--- src/rtl/hazard_pkg.sv ---
package hazard_pkg;
  typedef enum logic [1:0] {
    FWD_RF   = 2'b00,
    FWD_NEAR = 2'b01,
    FWD_FAR  = 2'b10
  } fwd_sel_e;
endpackage

--- src/rtl/fwd_pick.sv ---
module fwd_pick #(
  parameter int unsigned REG_AW = 5
) (
  input  logic [REG_AW-1:0]   src_i,
  input  logic [REG_AW-1:0]   near_dst_i,
  input  logic                near_wr_i,
  input  logic [REG_AW-1:0]   far_dst_i,
  input  logic                far_wr_i,
  output hazard_pkg::fwd_sel_e sel_o
);
  import hazard_pkg::*;

  logic near_hit, far_hit;

  assign near_hit = near_wr_i && (near_dst_i != '0) && (near_dst_i == src_i);
  assign far_hit  = far_wr_i  && (far_dst_i  != '0) && (far_dst_i  == src_i);

  // nearer producer has priority
  always_comb begin
    if (near_hit)     sel_o = FWD_NEAR;
    else if (far_hit) sel_o = FWD_FAR;
    else              sel_o = FWD_RF;
  end
endmodule

--- src/rtl/load_use_detect.sv ---
module load_use_detect #(
  parameter int unsigned REG_AW = 5
) (
  input  logic [REG_AW-1:0] src_a_i,
  input  logic [REG_AW-1:0] src_b_i,
  input  logic [REG_AW-1:0] ld_dst_i,
  input  logic              ld_i,
  output logic              stall_o
);
  logic dst_live;

  assign dst_live = ld_i && (ld_dst_i != '0);
  assign stall_o  = dst_live && ((ld_dst_i == src_a_i) || (ld_dst_i == src_b_i));
endmodule

--- src/rtl/hazard_unit.sv ---
module hazard_unit #(
  parameter int unsigned REG_AW = 5
) (
  input  logic [REG_AW-1:0] dec_src_a_i,
  input  logic [REG_AW-1:0] dec_src_b_i,
  input  logic [REG_AW-1:0] ex_dst_i,
  input  logic              ex_wr_i,
  input  logic              ex_load_i,
  input  logic [REG_AW-1:0] mem_dst_i,
  input  logic              mem_wr_i,
  output logic [1:0]        fwd_a_o,
  output logic [1:0]        fwd_b_o,
  output logic              pc_we_o,
  output logic              ifid_we_o,
  output logic              bubble_o
);
  import hazard_pkg::*;

  localparam int unsigned NUM_SRC = 2;

  logic [REG_AW-1:0] src [NUM_SRC];
  fwd_sel_e          sel [NUM_SRC];
  logic              stall;

  assign src[0] = dec_src_a_i;
  assign src[1] = dec_src_b_i;

  for (genvar g = 0; g < NUM_SRC; g++) begin : g_opnd
    fwd_pick #(.REG_AW(REG_AW)) u_pick (
      .src_i      (src[g]),
      .near_dst_i (ex_dst_i),
      .near_wr_i  (ex_wr_i),
      .far_dst_i  (mem_dst_i),
      .far_wr_i   (mem_wr_i),
      .sel_o      (sel[g])
    );
  end

  load_use_detect #(.REG_AW(REG_AW)) u_ldu (
    .src_a_i  (dec_src_a_i),
    .src_b_i  (dec_src_b_i),
    .ld_dst_i (ex_dst_i),
    .ld_i     (ex_load_i),
    .stall_o  (stall)
  );

  assign fwd_a_o   = sel[0];
  assign fwd_b_o   = sel[1];
  assign pc_we_o   = ~stall;
  assign ifid_we_o = ~stall;
  assign bubble_o  = stall;
endmodule

--- config.mk ---
export PLATFORM = sky130hd
export DESIGN_NAME = hazard_unit
export DESIGN_NICKNAME = d
export VERILOG_FILES = /design/src/rtl/hazard_pkg.sv /design/src/rtl/fwd_pick.sv /design/src/rtl/load_use_detect.sv /design/src/rtl/hazard_unit.sv
export SDC_FILE = /design/constraint.sdc
export NUM_CORES = 1
export LEC_CHECK = 0
export BUFFER_PORTS_ARGS = -buffer_cell sky130_fd_sc_hd__buf_4
export CELL_PAD_IN_SITES_DETAIL_PLACEMENT = 1
export CELL_PAD_IN_SITES_GLOBAL_PLACEMENT = 1
export CORE_MARGIN = 4
export CORE_UTILIZATION = 23
export DETAILED_ROUTE_END_ITERATION = 10
export GPL_TIMING_DRIVEN = 0
export PLACE_DENSITY_LB_ADDON = 0.05
export SYNTH_ARGS = -nofsm -noshare
export SYNTH_HDL_FRONTEND = slang
export SYNTH_SLANG_ARGS = --single-unit
--- constraint.sdc ---
create_clock -name vclk -period 1.1
set_clock_uncertainty 0.1 [all_clocks]
set_input_delay 0.11 -clock vclk [all_inputs]
set_output_delay 0.11 -clock vclk [all_outputs]
set_load 0.01 [all_outputs]
==> impl_metrics.env, run 1 <==
export IMPL_status="finished with violations"
export IMPL_violated_checks="setup timing"
export IMPL_mapped_area_sq_um=325
export IMPL_postRouteAntennaNets=0
export IMPL_first_global_vias=509
export IMPL_route_detailed_vias_per_inst=4.94
export IMPL_antenna_found_initial=0
export IMPL_ys_warnings_count=0
export IMPL_seq_area_frac_synth=0
export IMPL_mappedNetlistNets=66
export IMPL_globalRoute_totalOverflow=0
export IMPL_netlist_instances=43
export IMPL_p_int_w=0.000217
export IMPL_finalNetCount=99
export IMPL_cp_start_kind="primary input"
export IMPL_place_worst_setup_slack_ns=-0.428
export IMPL_final_layout_size_suffix_gt1_frac=0.824
export IMPL_cpPeakStageDelay_ns=0.53
export IMPL_path_max_fanout=3
export IMPL_crit_top_cell="or4_4"
export IMPL_layout_sequential_cells=0
export IMPL_cell_pwr_density_nw_per_um2=417
export IMPL_timing_critical_path_cells="buf_8 > or4_4 > o21ai_4 > or4_4 > nor4_4 > buf_4"
export IMPL_critical_path_required_ns=0.89
export IMPL_cts_hold_buffers_added=0
export IMPL_time_the_final_worst_path_needs_with_i_o_delays_and_setup_ns=1.48
export IMPL_ff_latch_area_sq_um=0
export IMPL_critPathCaptureType="output port"
export IMPL_finalWorstSetupSlack_ns=-0.377
export IMPL_gr_usage_all_layers=0.149
export IMPL_synth_top_area_share=0.269
export IMPL_max_slew_margin=0.807
export IMPL_fraction_of_the_core_area_covered_by_cells_at_the_end_of_the_flow=0.716
export IMPL_worst_slew_pin_slew_ns=0.288
export IMPL_design_portCount=30
export IMPL_sequential_power_share=0
export IMPL_timing_fmax_mhz=677
export IMPL_die_x_um=45.6
export IMPL_clockBufferCount=0
export IMPL_max_cap_violations=0
export IMPL_hold_violations=0
export IMPL_comb_power_share=1.000
export IMPL_largest_net_degree_at_the_start_of_global_routing=4
export IMPL_final_cell_mix="buf_4 (15), buf_6 (12), xor2_1 (10)"
export IMPL_critPathArrivalTime_ns=1.27
export IMPL_die_height_um=45.6
export IMPL_top_layer_used="met4"
export IMPL_num_rows=13
export IMPL_timing_max_transition_violations_final=0
export IMPL_setup_viol=7
export IMPL_grt_first_pass_wirelength_um=2290
export IMPL_gp_congestion=0.681
export IMPL_worst_min_delay_path_category="primary input to output port"
export IMPL_ir_worst_vdd_mv=0.247
export IMPL_routed_wire_length_per_instance_um=19.6
export IMPL_die_area_sq_um=2080
export IMPL_synth_area_top_cells="xnor2_1 (27%), xor2_1 (27%), nor4_2 (7.7%)"
export IMPL_rsz0062_at_grt="true"
export IMPL_drc_errors_left=0
export IMPL_initial_core_util=0.247
export IMPL_core_area_sq_um=1320
export IMPL_leakage_nw=0.399
export IMPL_detailed_route_wirelength_on_metal2_um=1010
export IMPL_class_of_the_most_critical_setup_path="primary input to output port"
export IMPL_hpwl_um=1020
export IMPL_area_growth_synth_to_final_pct=190
export IMPL_netlist_cell_type_count=13
export IMPL_switching_power_of_the_nets_w=0.000176
export IMPL_detailedRoute_firstIterationViolations=3
export IMPL_power_share_switching=0.448
export IMPL_io_buffers=30
export IMPL_cp_max_stage_cell="or4_4"
export IMPL_detailed_route_via_count=440
export IMPL_firstDrtPassIters=3
export IMPL_drt_met1_wl_um=645
export IMPL_diodes=0
export IMPL_clockPowerShare=0
export IMPL_syn_mean_instance_area_sq_um=7.57
export IMPL_commonest_non_fill_non_tap_cell_in_the_layout="buf_4"
export IMPL_wl_um=1740
export IMPL_met3_wirelength_um=66
export IMPL_synth_area_leader_cell="xnor2_1"
export IMPL_period_share=1.34
==> final cells by class <==
class | count | area [sq um]
multi-input combinational | 40 | 567
buffer | 3 | 22.5
timing repair buffer | 31 | 335
tap | 15 | 18.8
fill | 123 | 374
==> worst max-delay path: cells and delay by family <==
family          cells  cell delay [ns]
simple gates        3             0.73
buf+inv             2             0.25
compound gates      1             0.16
==> synth_stat cells, drive strengths merged <==
cell type,n
nand3,2
a21bo,1
xnor2,10
or4,3
o21ai,1
xor2,10
o211a,1
buf,3
nor3,3
nand2,3
o211ai,1
nor2,3
nor4,2
==> per-layer routing <==
metal / GRT usage / vias to the layer above
met5: 0 / -
met4: 0.0117 / 0
met3: 0.00791 / 2
met2: 0.292 / 15
met1: 0.178 / 209
li1: - / 214
==> worst paths after layout <==
path | cells after the start | slack, ns | startpoint | end
hold / removal | 3 | 0.44 | ex_load_i | bubble_o
setup / recovery | 6 | -0.38 | mem_dst_i[0] | fwd_b_o[1]
==> repair_timing <==
action                     4_1_cts  5_1_grt
pin swaps                       15       13
setup endpoints to repair        7        7
buffers inserted                 0        1
gates resized for setup         43       22
==> metrics by stage <==
step	cell area [sq um]	TNS (ns)	hold WS, ns	cells	power (W)
6_report	943	-1.34	0.444	89	0.000393
5_1_grt	943	-1.65	0.462	89	0.000415
4_1_cts	788	-1.08	0.443	88	0.000298
3_5_place_dp	587	-1.86	0.439	88	0.000211
3_3_place_gp	587	-1.81	0.443	88	0.000208
2_1_floorplan	343	-0.220	0.239	43	0.0000969
==> logic make-up after synthesis <==
group	synth area share
compound gates	0.100
simple gates	0.292
xor+xnor	0.538
buf+inv	0.0692
==> power groups by stage <==
stage	Combinational, W	Clock [W]	Sequential (W)
4_1_cts	0.000297	0	0
6_report	0.000393	0	0
3_5_place_dp	0.000211	0	0
5_1_grt	0.000415	0	0
2_1_floorplan	0.0000969	0	0
3_3_place_gp	0.000208	0	0
Power figures use the tool's default switching activity.
==> run 2, diff against run 1 <==
--- a/config.mk
+++ b/config.mk
@@ -8,7 +8,7 @@
 export BUFFER_PORTS_ARGS = -buffer_cell sky130_fd_sc_hd__buf_4
 export CELL_PAD_IN_SITES_DETAIL_PLACEMENT = 1
 export CELL_PAD_IN_SITES_GLOBAL_PLACEMENT = 1
-export CORE_MARGIN = 4
+export CORE_MARGIN = 8
 export CORE_UTILIZATION = 23
 export DETAILED_ROUTE_END_ITERATION = 10
 export GPL_TIMING_DRIVEN = 0
==> run 2 against run 1 <==
Net effect: the run still ends with setup timing left; largest power group unchanged; hold slack gained 0.033 ns; flip-flop and latch count unchanged; critical path depth stayed put; highest routed layer unchanged; combinational power grew 7.6%; worst setup slack got worse by 0.029 ns.
==> impl_metrics.env, run 2 (synthesis results as in run 1) <==
export IMPL_timing_max_transition_violations_final=0
export IMPL_setup_tns_ns=-1.47
export IMPL_setup_viol=7
export IMPL_wl_um=2210
export IMPL_final_cell_area_sq_um=988
export IMPL_dp_cells=88
export IMPL_drc_errors_left=0
export IMPL_design_portCount=30
export IMPL_detailedRoute_firstIterationViolations=6
export IMPL_dpl_instance_area_sq_um=587
export IMPL_critPathArrivalTime_ns=1.30
export IMPL_worst_slew_pin_slew_ns=0.331
export IMPL_leakage_nw=0.411
export IMPL_time_the_final_worst_path_needs_with_i_o_delays_and_setup_ns=1.51
export IMPL_violated_checks="setup timing"
export IMPL_io_buffers=30
export IMPL_timing_hold_worst_start="ex_load_i"
export IMPL_worst_min_delay_path_category="primary input to output port"
export IMPL_hold_violations=0
export IMPL_final_cell_mix="buf_4 (16), xor2_1 (10), buf_6 (9)"
export IMPL_cts_hold_buffers_added=0
export IMPL_period_share=1.37
export IMPL_area_growth_synth_to_final_pct=204
export IMPL_first_global_vias=506
export IMPL_initial_core_util=0.247
export IMPL_route_detailed_vias_per_inst=5.04
export IMPL_die_height_um=53.6
export IMPL_status="finished with violations"
export IMPL_commonest_non_fill_non_tap_cell_in_the_layout="buf_4"
export IMPL_die_area_sq_um=2870
export IMPL_critical_path_required_ns=0.89
export IMPL_die_x_um=53.6
export IMPL_gp_congestion=0.674
export IMPL_routed_wire_length_per_instance_um=24.8
export IMPL_finish_cell_count_without_fillers=89
export IMPL_fraction_of_the_core_area_covered_by_cells_at_the_end_of_the_flow=0.750
export IMPL_max_cap_violations=0
export IMPL_setup_worst_path_start="mem_dst_i[4]"
export IMPL_path_max_fanout=3
export IMPL_max_slew_margin=0.779
export IMPL_num_rows=13
export IMPL_antenna_found_initial=0
export IMPL_ir_worst_vdd_mv=0.257
export IMPL_critPathCaptureType="output port"
export IMPL_timing_fmax_mhz=664
export IMPL_diodes=0
export IMPL_final_layout_size_suffix_gt1_frac=0.824
export IMPL_largest_net_degree_at_the_start_of_global_routing=4
export IMPL_finalNetCount=99
export IMPL_postRouteAntennaNets=0
export IMPL_globalRoute_totalOverflow=0
export IMPL_rsz0062_at_grt="true"
export IMPL_place_worst_setup_slack_ns=-0.398
export IMPL_cell_pwr_density_nw_per_um2=428
export IMPL_gr_usage_all_layers=0.108
export IMPL_cp_start_kind="primary input"
export IMPL_finalWorstSetupSlack_ns=-0.406
export IMPL_ff_latch_area_sq_um=0
export IMPL_clockBufferCount=0
export IMPL_layout_sequential_cells=0
export IMPL_grt_first_pass_wirelength_um=2440
export IMPL_class_of_the_most_critical_setup_path="primary input to output port"
export IMPL_core_area_sq_um=1320
export IMPL_firstDrtPassIters=4
export IMPL_detailed_route_via_count=449
[run 2: cell count changes in the layout (fill, tap and decap cells not counted), moves of 2 or more]
cell     change
buf_6        -3
buf_12       +2
xnor2_2      -2
xnor2_4      +2
[run 2: worst paths after layout]
check                     to  slack [ns]  cells after the start
setup / recovery  fwd_a_o[1]       -0.41                      6
hold / removal     ifid_we_o        0.48                      3
[run 2: power by group]
part	switching (W)	leakage, nW	internal [W]
clock	0	0	0
combinational	0.000190	0.411	0.000233
sequential	0	0	0
[run 2: stage by stage]
| stage | hold slack (ns) | total power (W) |
|---|---|---|
| after global routing | 0.491 | 0.000444 |
| after detailed placement | 0.441 | 0.000210 |
| after global placement | 0.438 | 0.000206 |
| after floorplan | 0.239 | 0.0000969 |
| final | 0.477 | 0.000423 |
| after CTS | 0.445 | 0.000311 |
[run 2: layout make-up]
cell class	instances	area, sq um
buffer	2	15.0
fill	116	329
tap	15	18.8
timing repair buffer	32	357
multi-input combinational	40	598
[run 2: metal layers]
| layer | GRT usage | part of all wire | vias up |
|---|---|---|---|
| met5 | 0 | 0 | - |
| met4 | 0 | 0.022 | 0 |
| met3 | 0.00826 | 0.023 | 4 |
| met2 | 0.209 | 0.56 | 18 |
| met1 | 0.134 | 0.39 | 214 |
| li1 | - | - | 213 |
[run 2: repair_timing]
item	in CTS	in global routing
pin swaps	14	7
resized for setup	48	24
setup endpoints to repair	7	7
buffers inserted	2	0
[run 2: critical path, cell delays in order]
cell and delay (ns):
buf_8 0.10, or4_4 0.53, o21ai_2 0.20, or4_4 0.17, nor4_4 0.03, buf_4 0.15
